--- config.mk ---
export PLATFORM = sky130hd
export DESIGN_NAME = ofs_cancel_ctrl
export DESIGN_NICKNAME = d
export VERILOG_FILES = /design/src/rtl/ofs_pkg.sv /design/src/rtl/ofs_region_cls.sv /design/src/rtl/ofs_step_cnt.sv /design/src/rtl/ofs_therm_dec.sv /design/src/rtl/ofs_settle_mon.sv /design/src/rtl/ofs_cancel_ctrl.sv
export SDC_FILE = /design/constraint.sdc
export NUM_CORES = 1
export LEC_CHECK = 0
export ABC_AREA = 1
export CORE_MARGIN = 1.5
export CORE_UTILIZATION = 54
export CTS_BUF_LIST = sky130_fd_sc_hd__clkbuf_16
export DETAILED_ROUTE_END_ITERATION = 8
export PLACE_DENSITY = 0.88
export REMOVE_ABC_BUFFERS = 1
export SYNTH_ARGS = -nofsm -noshare
export SYNTH_HDL_FRONTEND = slang
export SYNTH_SLANG_ARGS = --single-unit
--- constraint.sdc ---
create_clock -name clk -period 6.7 [get_ports clk]
set_input_delay 1.005 -clock clk [delete_from_list [all_inputs] [get_ports clk]]
set_output_delay 1.005 -clock clk [all_outputs]
set_load 0.05 [all_outputs]
--- src/rtl/ofs_pkg.sv ---
package ofs_pkg;
  typedef enum logic [1:0] {
    REG_HOLD = 2'd0,
    REG_UP   = 2'd1,
    REG_DN   = 2'd2
  } region_t;
endpackage

--- src/rtl/ofs_region_cls.sv ---
module ofs_region_cls
  import ofs_pkg::*;
#(
  parameter int DW = 12
) (
  input  logic [DW-1:0] dp_word,
  input  logic [DW-1:0] dn_word,
  input  logic [DW-1:0] thr,
  output region_t       region
);
  localparam int XW = DW + 1;

  logic signed [XW-1:0] diff;
  logic signed [XW-1:0] thr_pos;
  logic signed [XW-1:0] thr_neg;

  always_comb begin
    diff    = $signed({1'b0, dp_word}) - $signed({1'b0, dn_word});
    thr_pos = $signed({1'b0, thr});
    thr_neg = -thr_pos;
    if (diff > thr_pos)      region = REG_UP;
    else if (diff < thr_neg) region = REG_DN;
    else                     region = REG_HOLD;
  end
endmodule

--- src/rtl/ofs_step_cnt.sv ---
module ofs_step_cnt
  import ofs_pkg::*;
#(
  parameter int NSW = 32,
  parameter int CW  = $clog2(NSW + 1)
) (
  input  logic          clk,
  input  logic          rst_n,
  input  logic          sample,
  input  region_t       region,
  output logic [CW-1:0] count
);
  localparam logic [CW-1:0] FULL = CW'(NSW);
  localparam logic [CW-1:0] MID  = CW'(NSW / 2);

  logic          cnt_en;
  logic [CW-1:0] cnt_nxt;

  always_comb begin
    cnt_en  = 1'b0;
    cnt_nxt = count;
    if (sample) begin
      case (region)
        REG_UP: if (count != FULL) begin
          cnt_en  = 1'b1;
          cnt_nxt = count + CW'(1);
        end
        REG_DN: if (count != '0) begin
          cnt_en  = 1'b1;
          cnt_nxt = count - CW'(1);
        end
        default: ;
      endcase
    end
  end

  always_ff @(posedge clk or negedge rst_n) begin
    if (!rst_n)      count <= MID;
    else if (cnt_en) count <= cnt_nxt;
  end

  AST_CNT_RANGE: assert property (@(posedge clk) disable iff (!rst_n)
    count <= FULL);
  AST_CNT_UP: assert property (@(posedge clk) disable iff (!rst_n)
    (sample && region == REG_UP && count != FULL) |=> count == $past(count) + CW'(1));
  AST_CNT_DN: assert property (@(posedge clk) disable iff (!rst_n)
    (sample && region == REG_DN && count != '0) |=> count == $past(count) - CW'(1));
  AST_CNT_HOLD: assert property (@(posedge clk) disable iff (!rst_n)
    (sample && region == REG_HOLD) |=> $stable(count));
  AST_CNT_IDLE: assert property (@(posedge clk) disable iff (!rst_n)
    !sample |=> $stable(count));
endmodule

--- src/rtl/ofs_therm_dec.sv ---
module ofs_therm_dec #(
  parameter int NSW = 32,
  parameter int CW  = $clog2(NSW + 1)
) (
  input  logic [CW-1:0]  count,
  output logic [NSW-1:0] sw_word
);
  for (genvar i = 0; i < NSW; i++) begin : g_line
    assign sw_word[i] = (count > CW'(i));
  end
endmodule

--- src/rtl/ofs_settle_mon.sv ---
module ofs_settle_mon #(
  parameter int SLW = 8
) (
  input  logic           clk,
  input  logic           rst_n,
  input  logic           sample,
  input  logic           in_band,
  input  logic [SLW-1:0] settle_len,
  output logic           settled
);
  logic [SLW-1:0] run;
  logic [SLW-1:0] run_nxt;
  logic           set_nxt;

  always_comb begin
    run_nxt = '0;
    if (in_band) run_nxt = (run == '1) ? run : run + SLW'(1);
    set_nxt = in_band && (run_nxt >= settle_len);
  end

  always_ff @(posedge clk or negedge rst_n) begin
    if (!rst_n) begin
      run     <= '0;
      settled <= 1'b0;
    end else if (sample) begin
      run     <= run_nxt;
      settled <= set_nxt;
    end
  end

  AST_SETTLE_DROP: assert property (@(posedge clk) disable iff (!rst_n)
    (sample && !in_band) |=> !settled);
  AST_SETTLE_RISE: assert property (@(posedge clk) disable iff (!rst_n)
    $rose(settled) |-> $past(sample && in_band));
  AST_SETTLE_IDLE: assert property (@(posedge clk) disable iff (!rst_n)
    !sample |=> $stable(settled));
endmodule

--- src/rtl/ofs_cancel_ctrl.sv ---
module ofs_cancel_ctrl
  import ofs_pkg::*;
#(
  parameter int DW  = 12,
  parameter int NSW = 32,
  parameter int SLW = 8,
  parameter int CW  = $clog2(NSW + 1)
) (
  input  logic           clk,
  input  logic           rst_n,
  input  logic [DW-1:0]  dp_word,
  input  logic           dp_vld,
  input  logic [DW-1:0]  dn_word,
  input  logic           dn_vld,
  input  logic [DW-1:0]  thr,
  input  logic [SLW-1:0] settle_len,
  output logic [NSW-1:0] sw_word,
  output logic [CW-1:0]  offset_code,
  output logic           settled
);
  region_t       region;
  logic          sample;
  logic [CW-1:0] count;

  assign sample      = dp_vld && dn_vld;
  assign offset_code = count;

  ofs_region_cls #(.DW(DW)) u_cls (
    .dp_word (dp_word),
    .dn_word (dn_word),
    .thr     (thr),
    .region  (region)
  );

  ofs_step_cnt #(.NSW(NSW), .CW(CW)) u_cnt (
    .clk    (clk),
    .rst_n  (rst_n),
    .sample (sample),
    .region (region),
    .count  (count)
  );

  ofs_therm_dec #(.NSW(NSW), .CW(CW)) u_dec (
    .count   (count),
    .sw_word (sw_word)
  );

  ofs_settle_mon #(.SLW(SLW)) u_set (
    .clk        (clk),
    .rst_n      (rst_n),
    .sample     (sample),
    .in_band    (region == REG_HOLD),
    .settle_len (settle_len),
    .settled    (settled)
  );

  AST_THERM_COUNT: assert property (@(posedge clk) disable iff (!rst_n)
    $countones(sw_word) == 32'(offset_code));
  AST_THERM_CONTIG: assert property (@(posedge clk) disable iff (!rst_n)
    (sw_word & (sw_word + NSW'(1))) == '0);
endmodule

# Word level (Yosys, flattened, before mapping)
# Index checks and enable logic that the tools add are counted.
[totals]
ramBits = 0
latchBits = 0
romBits = 0
inputBits = 48
memories = 0
ff_bits = 15
[op_classes]
addsub = 5
n_bitwise = 0
n_mux = 11
eq_ne = 6
magnitude_cmp = 35
n_mul = 0
n_shift = 0
div_mod_pow = 0
reduce_logical = 6
[ops]
columns = ["operator", "n"]
rows = [
  ["6-bit by 5-bit > comparator with 1-bit output (second input constant)", 16],
  ["6-bit by 4-bit > comparator with 1-bit output (second input constant)", 8],
  ["6-bit by 3-bit > comparator with 1-bit output (second input constant)", 4],
  ["8-bit 2-to-1 mux", 2],
  ["13-bit > comparator", 1],
  ["13-bit less-than comparator", 1],
  ["12-bit negation with 13-bit output", 1],
  ["12-bit by 12-bit subtractor with 13-bit output", 1],
  ["6-bit by 1-bit > comparator with 1-bit output (second input constant)", 2],
  ["6-bit by 2-bit > comparator with 1-bit output (second input constant)", 2],
  ["6-bit 2-to-1 mux", 2],
  ["6-bit case mux with 2 select lines", 1],
  ["8-bit by 1-bit adder with 8-bit output (second input constant)", 1],
  ["8-bit == test (second input constant)", 1],
  ["8-bit greater-or-equal comparator", 1],
  ["6-bit by 1-bit adder with 6-bit output (second input constant)", 1],
  ["6-bit inequality test (second input constant)", 1],
  ["6-bit nonzero test", 1],
  ["6-bit by 1-bit subtractor with 6-bit output (second input constant)", 1],
  ["5-bit AND reduction", 1],
  ["2-bit 2-to-1 mux", 2],
  ["2-bit by 1-bit inequality test with 1-bit output (second input constant)", 2],
  ["1-bit 2-to-1 mux", 3],
  ["2-bit by 1-bit == test with 1-bit output (second input constant)", 1],
  ["other kinds (5)", 6],
]

# Logic depth before layout (Yosys ltp)
# Gate-level depths: netlist of the first run.
[logic_depth]
word_depth = 8
depth_mapped = 31
mapped_depth_nobuf = 31

# Hierarchy
# A second synthesis of the first run with hierarchy kept.
[hier_totals]
hier_cells = 535
hier_area_um2 = 3265.6
[modules_own_cells]
columns = ["module", "cells_per_inst", "area_per_inst_um2", "n_inst"]
rows = [
  ["ofs_region_cls", 236, 1431.4, 1],
  ["ofs_settle_mon", 125, 849.6, 1],
  ["ofs_step_cnt", 93, 599.3, 1],
  ["ofs_therm_dec", 78, 374.1, 1],
  ["ofs_cancel_ctrl", 3, 11.3, 1],
]

# Worst setup path after synthesis of the first run
# OpenSTA, ideal clock, no wires.
[synth_timing]
kind = "reg-to-output"
startpoint = "register u_cnt.count[0]"
endpoint = "output port sw_word[29]"
t_required_ns = 5.695
path_slack_ns = 1.717
stages_incl_launch_ff = 6
t_arrival_ns = 3.978
path_buffers = 1
cell_sequence = "dfrtp_1 clkinv_1 ha_1 clkbuf_1 o31ai_1 a21boi_0"
[synth_via]
elab_chain_cells = 1
[synth_rtl]
columns = ["item", "line", "text"]
rows = [
  ["from (decl)", "ofs_step_cnt.sv:11", "output logic [CW-1:0] count"],
  ["from (signal assigned)", "ofs_step_cnt.sv:39", "else if (cnt_en) count <= cnt_nxt;"],
  ["6-bit by 5-bit > comparator with 1-bit output", "ofs_therm_dec.sv:9", "assign sw_word[i] = (count > CW'(i));"],
  ["to (decl)", "ofs_cancel_ctrl.sv:17", "output logic [NSW-1:0] sw_word,"],
]
# No other way between the ends.

# Final worst setup path of the first run
[layout_timing]
startpoint = "input port dp_word[0]"
endpoint = "register u_set.settled"
[layout_via]
elab_chain_cells = 8
word_cells_on_any_way = 9
classes_between = "add/sub: 1; order compare: 3; mux: 3; reduce/logical: 2"
[layout_rtl]
columns = ["item", "line", "text"]
rows = [
  ["from (decl)", "ofs_cancel_ctrl.sv:11", "input logic [DW-1:0] dp_word,"],
  ["12-bit by 12-bit subtractor with 13-bit output *", "ofs_region_cls.sv:18", "diff = $signed({1'b0, dp_word}) - $signed({1'b0, dn_word});"],
  ["13-bit less-than comparator", "ofs_region_cls.sv:22", "else if (diff < thr_neg) region = REG_DN;"],
  ["2-bit 2-to-1 mux", "ofs_region_cls.sv:22", ""],
  ["2-bit 2-to-1 mux *", "ofs_region_cls.sv:21", "if (diff > thr_pos) region = REG_UP;"],
  ["2-bit zero test *", "ofs_cancel_ctrl.sv:52", ".in_band (region == REG_HOLD),"],
  ["8-bit 2-to-1 mux *", "ofs_settle_mon.sv:17", "if (in_band) run_nxt = (run == '1) ? run : run + SLW'(1);"],
  ["named net u_set.run_nxt[3]", "ofs_settle_mon.sv:12", "logic [SLW-1:0] run_nxt;"],
  ["8-bit greater-or-equal comparator *", "ofs_settle_mon.sv:18", "set_nxt = in_band && (run_nxt >= settle_len);"],
  ["1-bit logical AND *", "ofs_settle_mon.sv:18", ""],
  ["to (signal assigned)", "ofs_settle_mon.sv:27", "settled <= set_nxt;"],
  ["to (decl)", "ofs_settle_mon.sv:9", "output logic settled"],
]
# Mark *: on every way through the listed nets, which the timed path passes. The rest lies on a longest branch.
# A chain may end at the register's enable or synchronous reset.

==> results of run 1 <==
==> area by class of cell <==
class	instances	area (um^2)	share of cell area [%]
repair buffers	86	861	20.8
clock buffers	3	75.1	1.81
inverters	96	360	8.69
clock inverters	1	5.00	0.121
flip-flops and latches	15	377	9.08
well taps	72	90.1	2.17
multi-input cells	384	2380	57.4
==> flip-flops by register name, indices dropped and copies added (netlist names) <==
register,flops
u_cnt.count,6
u_set.run,8
u_set.settled,1
==> cell families (layout without fill, tap and decap cells) <==
group | Yosys count | count (layout) | share of synthesized area, %
AND/OR/NAND/NOR | 239 | 239 | 35.4
buffers and inverters | 102 | 186 | 12.3
AO/OA/AOI/OAI | 70 | 70 | 13.3
adder cells (fa/ha/maj) | 49 | 49 | 19.8
XOR/XNOR | 26 | 26 | 7.25
flip-flops | 15 | 15 | 12.0
==> metrics by stage <==
step	setup slack (ns)	hold WS [ns]
4_1_cts	1.78	0.519
3_3_place_gp	1.75	0.515
5_1_grt	1.50	0.541
3_5_place_dp	1.56	0.512
6_report	1.74	0.521
2_1_floorplan	1.76	0.488
==> cells in the final DEF, fill, tap and decap left out, drive strengths merged, types with 7 or more instances in the layout <==
| master | n |
|---|---|
| dfrtp | 14 |
| nor3 | 11 |
| nand3 | 41 |
| clkdlybuf4s50 | 86 |
| o21ai | 23 |
| xnor2 | 7 |
| inv | 93 |
| xor2 | 19 |
| a21oi | 27 |
| nor2 | 51 |
| ha | 48 |
| nand2 | 127 |
==> power by group <==
part / internal (mW) / leakage, nW / switching (mW) / total (mW)
clock network: 0.0800 / 0.0409 / 0.0410 / 0.121
registers: 0.114 / 0.198 / 0.0578 / 0.172
logic: 0.437 / 1.93 / 0.927 / 1.36
total: 0.631 / 2.17 / 1.03 / 1.66
==> metal layers <==
layer / routed length [um] / vias to the layer above / global-route usage (%)
met4: 101 / 0 / 7.19
li1: - / 1788 / -
met1: 3880 / 1648 / 35.1
met2: 4110 / 140 / 50.3
met3: 525 / 11 / 1.38
met5: 0 / - / 0
==> synth_stat cells <==
cell	count
o21bai_1	1
o21ai_0	19
nand3b_1	1
nand4_1	4
nand3_2	3
dfrtp_1	14
o21a_1	1
nand4_2	2
nand2_1	118
fa_1	1
buf_2	3
a21oi_2	3
o211ai_1	1
o2111ai_1	1
o41ai_1	1
ha_1	48
nor2_8	1
a31oi_1	5
clkbuf_1	3
clkinv_1	3
nand2_2	6
nor2_4	3
inv_2	4
o21ai_1	3
nand3_1	37
nor3_1	11
a221oi_1	1
a32oi_1	1
nor2_2	4
nand2_4	3
nor3b_1	1
dfstp_2	1
o21ai_2	1
nor4_1	1
a21boi_0	4
inv_1	89
xor2_1	19
a41oi_1	1
nor2_1	43
xnor2_1	7
o221ai_1	1
nand3_4	1
o31ai_1	2
a21oi_1	24
==> final timing paths <==
| check | startpoint | to | slack (ns) | cells after the start |
|---|---|---|---|---|
| setup / recovery | dp_word[0] | u_set.settled | 1.74 | 24 |
| hold / removal | u_cnt.count[4] | u_cnt.count[4] | 0.52 | 2 |
| setup reg to reg | u_set.run[1] | u_set.settled | 3.74 | 18 |
| hold reg to reg | u_cnt.count[4] | u_cnt.count[4] | 0.52 | 2 |
| max in group asynchronous | rst_n | u_set.run[7] | 5.07 | 1 |
| min in group asynchronous | rst_n | u_set.run[1] | 1.18 | 1 |
==> worst register-to-register path, cell delays in order, from the launching register on <==
cell	delay, ns
dfrtp_1	0.43
ha_1	0.21
inv_1	0.08
nor3_1	0.21
inv_1	0.10
nor2_1	0.11
nand2_1	0.09
inv_1	0.06
nand3_1	0.29
inv_1	0.17
nand2_1	0.08
a21oi_2	0.16
ha_1	0.27
a21oi_1	0.15
o21ai_0	0.09
nand2_1	0.06
o2111ai_1	0.09
nand2_1	0.08
o21ai_0	0.10
==> impl_metrics.ini, run 1 <==
[run_status]
outcome = finished, final reports clean

[die]
fp.dieH_um = 79.3
floorplan.rows = 27
num_io_pins = 87
start_util_pct = 56.4
die_area_um2 = 6280
dieWidth_um = 79.3
coreArea_um2 = 5570

[grt]
first_global_vias = 3504
grt_usage_pct = 27.6
grt_max_degree = 16
antenna_found_initial = 0
grt_pass1_wl_um = 14500
gr-total-overflow = 0

[timing]
finalClockSkew_ns = 0.00491
slew_violations = 0
post-route-period-util_pct = 74.0
hold_violations = 0
worst_pin_slew_ns = 0.703
setup_viol = 0
relSlewSlack_pct = 53.0
grt_setup_unrepaired = false
fin_crit_ns = 4.96
max_clock_freq_ghz = 0.202
finalSetupTns_ns = 0

[layout]
fin_nets = 683
n_fill_cell = 459
instances_no_fill = 657
syn_to_final_growth_pct = 32.0
final_area_um2 = 4150
diodes = 0
fin_util_pct = 74.4
drive_gt1_share_pct = 6.15

[critical_path]
critical_path.max_stage_delay_ns = 0.46
cp-end-kind = flop
cp.buffers_inverters = 2
cp_cell_sequence = clkdlybuf4s50_1 > inv_1 > ha_1 > fa_1 > nand3b_1 > nand2_1 > a21oi_1 > xnor2_1 > ha_1 > nand2_1 > nor3b_1 > nand4_1 > nor2_2 > nor2_4 > nand2_4 > nand3_4 > a31oi_1 > ha_1 > a21oi_1 > o21ai_0 > nand2_1 > o2111ai_1 > nand2_1 > o21ai_0
path_common_cell = nand2_1
slowest_stage = clkdlybuf4s50_1
startpoint_type = input pin
worstPathMaxFanout = 8
path_class = in -> reg
required_ns = 6.83
crit_family = simple AND/OR/NAND/NOR gates
crit_arrival_ns = 5.09

[logic_synthesis]
yosysTopAreaCellShare_pct = 19.1
syn_area_um2 = 3140
synth.avg_cell_area_um2 = 6.27
yosysUniqueCellTypes = 44
ys_top_cells_by_area = ha_1, nand2_1, dfrtp_1, inv_1, nand3_1
yosysWarnings = 0
synth_top_area_cell = ha_1
synth-seq-cells = 15
seq_area_frac_synth_pct = 12.0
synthCells = 501

[clocking]
cts_resized = 0
h-tree-depth = 1
cts_tree = built
cts_sinks = 15
clock-root-buffer = clkbuf_16
clk_path_buf_depth = 2
cts_inserted_buffers = 3
post_cts_buffers = 0
clock_latency_ns = 0.25
clkTransAtPathRegs_ns = 0.05
cts_hold_buf = 0

[placement]
placed_cells = 653
placed_area_um2 = 4070
dp_hpwl_um = 6970
port_buffers = 86
globalplace.congestion = 0.995

[routing]
vias = 3587
antenna_left = 0
avgRoutedWirePerCell_um = 13.1
via_per_inst = 5.46
initialDrtViolationCount = 184
routed_wirelength_um = 8620
drc = 0
firstDrtPassIters = 6

[flow_run]
drv_cap = 0

[pwr]
p_leak_nw = 2.17
ir_drop_mv = 0.634
pwr_density_cell_nw_per_um2 = 400
power_mw = 1.66

[min_path]
min_path_type = reg -> reg
Power figures use the tool's default switching activity.
==> inputs of run 2 (changes only) <==
Settings changed: CORE_UTILIZATION 54 to 50, PLACE_DENSITY 0.88 to 0.83.
Clock period 6.7 ns to 4.9 ns, I/O delays scaled along.
==> impl_metrics.ini, run 2 (synthesized netlist as in run 1, its figures left out) <==
[die]
coreArea_um2 = 5990
floorplan.rows = 28
start_util_pct = 52.4
die_area_um2 = 6770
num_io_pins = 87
fp.dieH_um = 82.3
dieWidth_um = 82.3

[run_status]
outcome = finished, final reports clean

[pwr]
pwr_density_cell_nw_per_um2 = 539
power_mw = 2.26
p_leak_nw = 2.18
ir_drop_mv = 1.05

[grt]
first_global_vias = 3252
antenna_found_initial = 0
gr-total-overflow = 0
grt_usage_pct = 24.7
grt_max_degree = 16
grt_pass1_wl_um = 13600

[critical_path]
slowest_stage = clkdlybuf4s50_1
required_ns = 5.03
reg2reg_slack_ns = 1.92
cp_cell_sequence = clkdlybuf4s50_1 > inv_1 > ha_1 > fa_2 > nand3b_1 > nand2_2 > a21oi_1 > xnor2_1 > ha_1 > nand2_1 > nor3b_1 > nand4_1 > nor2_2 > nor2_4 > nand2_4 > nand3_4 > a31oi_1 > ha_1 > a21oi_1 > o21ai_0 > nand2_1 > o2111ai_1 > nand2_1 > o21ai_0
worstReg2RegEnd = u_set.settled
rr_startpoint = u_set.run[0]
worstPathMaxFanout = 8
worstRegToRegCells = 18
critical_path.max_stage_delay_ns = 0.46
startpoint_type = input pin
path_class = in -> reg
crit_start = dp_word[0]
crit_arrival_ns = 4.75
cp-end-kind = flop
crit_path_end = u_set.settled

[clocking]
clkTransAtPathRegs_ns = 0.05
clock-root-buffer = clkbuf_16
cts_sinks = 15
h-tree-depth = 1
cts_tree = built
clock_latency_ns = 0.25
clk_path_buf_depth = 2
cts_inserted_buffers = 3

[routing]
via_per_inst = 5.20
vias = 3435
routed_wirelength_um = 8180
avgRoutedWirePerCell_um = 12.4
initialDrtViolationCount = 174
firstDrtPassIters = 4
antenna_left = 0
drc = 0

[flow_run]
drv_cap = 0

[placement]
placed_area_um2 = 4070
dp_hpwl_um = 6650
globalplace.congestion = 0.889
port_buffers = 86

[layout]
n_fill_cell = 509
fin_util_pct = 70.0
diodes = 0
regMostFlops = u_set.run
drive_gt1_share_pct = 7.51
largest_register_ffs = 8
final_area_um2 = 4190
mostFrequentLayoutCell = nand2_1
fin_nets = 684
syn_to_final_growth_pct = 33.5
seqCellArea_um2 = 377
largest_registers = u_set.run x8, u_cnt.count x6, u_set.settled x1
multi_input_area_um2 = 2410
mostFrequentLayoutCells = nand2_1, inv_1, clkdlybuf4s50_1, ha_1, nor2_1

[timing]
hold_ws_ns = 0.536
max_clock_freq_ghz = 0.216
finalClockSkew_ns = 0.00209
relSlewSlack_pct = 53.9
finalSetupTns_ns = 0
post-route-period-util_pct = 94.3
setup_viol = 0
hold_violations = 0
slew_violations = 0
worst_pin_slew_ns = 0.690
fin_crit_ns = 4.62

[min_path]
holdPathStages = 2
min_path_type = reg -> reg
==> run 2: worst max-delay path, delay by kind of cell <==
kind / cells / cell delay, ns
xor gates and xnor gates: 1 / 0.17
adders and majority gates: 4 / 1.21
AOI/OAI and AO/OA: 6 / 0.74
and+or+nand+nor: 11 / 1.37
buffers and inverters: 2 / 0.50
==> run 2: area by class of cell <==
cell class / count / share of cell area [%]
tap: 75 / 2.24
timing repair buffer: 87 / 20.7
inverter: 96 / 8.59
multi-input combinational: 384 / 57.6
sequential: 15 / 8.98
clock buffer: 3 / 1.79
clock inverter: 1 / 0.119
==> run 2: through the flow <==
stage | cells | worst slack [ns]
final | 661 | 0.278
after global routing | 661 | -0.0323
after CTS | 660 | 0.287
after detailed placement | 656 | 0.0330
after global placement | 656 | 0.225
after floorplan | 495 | 0.232
==> run 2: worst min-delay path by stage <==
stage	startpoint	slack [ns]	endpoint
after floorplan	rst_n	0.44	u_cnt.count[0]
after global placement	u_cnt.count[4]	0.52	u_cnt.count[4]
after detailed placement	u_set.settled	0.53	u_set.settled
after CTS	u_cnt.count[4]	0.54	u_cnt.count[4]
after global routing	u_cnt.count[4]	0.55	u_cnt.count[4]
final	u_cnt.count[4]	0.54	u_cnt.count[4]
==> run 2: power by group <==
part	leakage, nW	switching [mW]	internal [mW]	total, mW
sequential	0.198	0.0789	0.156	0.235
combinational	1.94	1.26	0.603	1.87
clock	0.0409	0.0524	0.109	0.162
==> run 2: timing repair <==
action                     4_1_cts  5_1_grt
setup endpoints to repair        0        1
gates resized for setup          0        8
hold buffers                     0        0
setup buffers                    0        1
==> run 2: routing by layer <==
layer	track usage (%)	vias to the layer above	part of all wire, %
met4	3.22	0	0.38
met1	33.1	1525	47
met3	2.42	4	6.1
met5	0	-	0
li1	-	1792	-
met2	43.5	114	47
==> inputs of run 3 (changes only) <==
Settings changed: CORE_UTILIZATION 50 to 45, CTS_CLUSTER_DIAMETER set to 150, PLACE_DENSITY 0.83 to 0.76.
==> impl_metrics.ini, run 3 (synthesized netlist as in run 1, its figures left out) <==
[timing]
hold_violations = 0
relSlewSlack_pct = 54.5
grt_setup_unrepaired = false
post-route-period-util_pct = 91.4
fin_crit_ns = 4.48
worst_pin_slew_ns = 0.680
slew_violations = 0
max_clock_freq_ghz = 0.223
setup_viol = 0
hold_ws_ns = 0.536
finalSetupTns_ns = 0
finalClockSkew_ns = 0.00367
fin_ws_ns = 0.423

[layout]
largest_registers = u_set.run x8, u_cnt.count x6, u_set.settled x1
instances_no_fill = 669
mostFrequentLayoutCell = nand2_1
mostFrequentLayoutCells = nand2_1, inv_1, clkdlybuf4s50_1, ha_1, nor2_1
syn_to_final_growth_pct = 33.7
diodes = 0
largest_register_ffs = 8
regMostFlops = u_set.run
drive_gt1_share_pct = 7.47
fin_nets = 687
seqCellArea_um2 = 377
multi_input_area_um2 = 2390
n_fill_cell = 606

[min_path]
min_path_type = reg -> reg
hp-start = u_cnt.count[4]
holdPathStages = 2
min_to = u_cnt.count[4]

[clocking]
cts_sinks = 15
h-tree-depth = 1
cts_inserted_buffers = 3
cts_tree = built
clock-root-buffer = clkbuf_16
clkTransAtPathRegs_ns = 0.05
clk_path_buf_depth = 2
clock_latency_ns = 0.25
cts_hold_buf = 0

[critical_path]
worstReg2RegEnd = u_set.settled
worstPathMaxFanout = 7
path_class = in -> reg
reg2reg_slack_ns = 1.98
cp-end-kind = flop
required_ns = 5.03
startpoint_type = input pin
worstRegToRegCells = 18
rr_startpoint = u_set.run[1]
crit_arrival_ns = 4.61

[grt]
gr-total-overflow = 0
antenna_found_initial = 0
grt_pass1_wl_um = 13800
grt_max_degree = 16
grt_usage_pct = 21.9
first_global_vias = 3280

[placement]
port_buffers = 86
placed_cells = 661
globalplace.congestion = 0.915
post-place-ws_ns = 0.0365
dp_hpwl_um = 6680

[routing]
antenna_left = 0
drc = 0
initialDrtViolationCount = 134
via_per_inst = 5.17
vias = 3457
firstDrtPassIters = 4
avgRoutedWirePerCell_um = 12.2
routed_wirelength_um = 8150

[die]
coreArea_um2 = 6760
start_util_pct = 46.5
fp.dieH_um = 86.6
floorplan.rows = 30
num_io_pins = 87
dieWidth_um = 86.6
die_area_um2 = 7490

[pwr]
ir_drop_mv = 0.768
p_leak_nw = 2.19
pwr_density_cell_nw_per_um2 = 538

[run_status]
outcome = finished, final reports clean

[flow_run]
drv_cap = 0
[run 3: timing repair]
action,in CTS,in global routing
endpoints found under the setup margin,0,1
gates resized for setup,0,5
setup buffers,0,4
[run 3: how the worst max path moves through the flow]
stage,start,to,slack [ns],depth (start not counted)
finish,dp_word[0],u_set.settled,0.42,27
CTS,dp_word[0],u_set.settled,0.28,24
global placement,dp_word[0],u_set.settled,0.18,24
global route,dp_word[0],u_set.settled,0.02,25
detailed placement,dp_word[0],u_set.settled,0.04,24
floorplan,u_cnt.count[5],sw_word[9],0.23,5
[run 3: power by group]
| part | leakage [nW] | switching (mW) | total [mW] | internal, mW |
|---|---|---|---|---|
| registers | 0.198 | 0.0786 | 0.235 | 0.156 |
| clock network | 0.0409 | 0.0505 | 0.159 | 0.109 |
| logic | 1.95 | 1.26 | 1.86 | 0.607 |
[run 3: area by class of cell]
class                      count  area share (%)
tap                           80            2.38
clock buffer                   3            1.79
clock inverter                 1           0.119
inverter                      96            8.58
sequential                    15            8.97
multi-input combinational    384            56.9
timing repair buffer          90            21.2
[run 3: metal layers]
layer	track usage [%]	vias up	wire length, um
li1	-	1798	-
met1	30.2	1561	3930
met2	37.1	89	3780
met3	2.00	9	365
met4	4.69	0	78
met5	0	-	0
[run 3: per-stage QoR]
step	util, %	power, mW	cell area (um^2)
floorplan	-	1.50	3120
global placement	60.3	2.06	4080
detailed placement	60.3	2.06	4080
CTS	61.5	2.24	4160
global route	62.1	2.40	4200
finish	62.1	2.26	4200
[run 3: worst max-delay path, stage by stage]
cell and delay, ns:
clkdlybuf4s50_1 0.46, inv_1 0.04, ha_1 0.22, fa_2 0.35, nand3b_1 0.18, nand2_2 0.12, a21oi_1 0.10, xnor2_1 0.17
ha_1 0.34, inv_1 0.07, nor3_1 0.17, o21a_1 0.15, nor2_1 0.05, nand2_1 0.07, nand2_1 0.05, nand2_1 0.05
nand2_1 0.05, nand2_2 0.11, nand3_4 0.14, a31oi_1 0.19, ha_1 0.27, a21oi_1 0.14, o21ai_1 0.08, nand2_1 0.07
o2111ai_1 0.10, nand2_1 0.07, o21ai_0 0.08
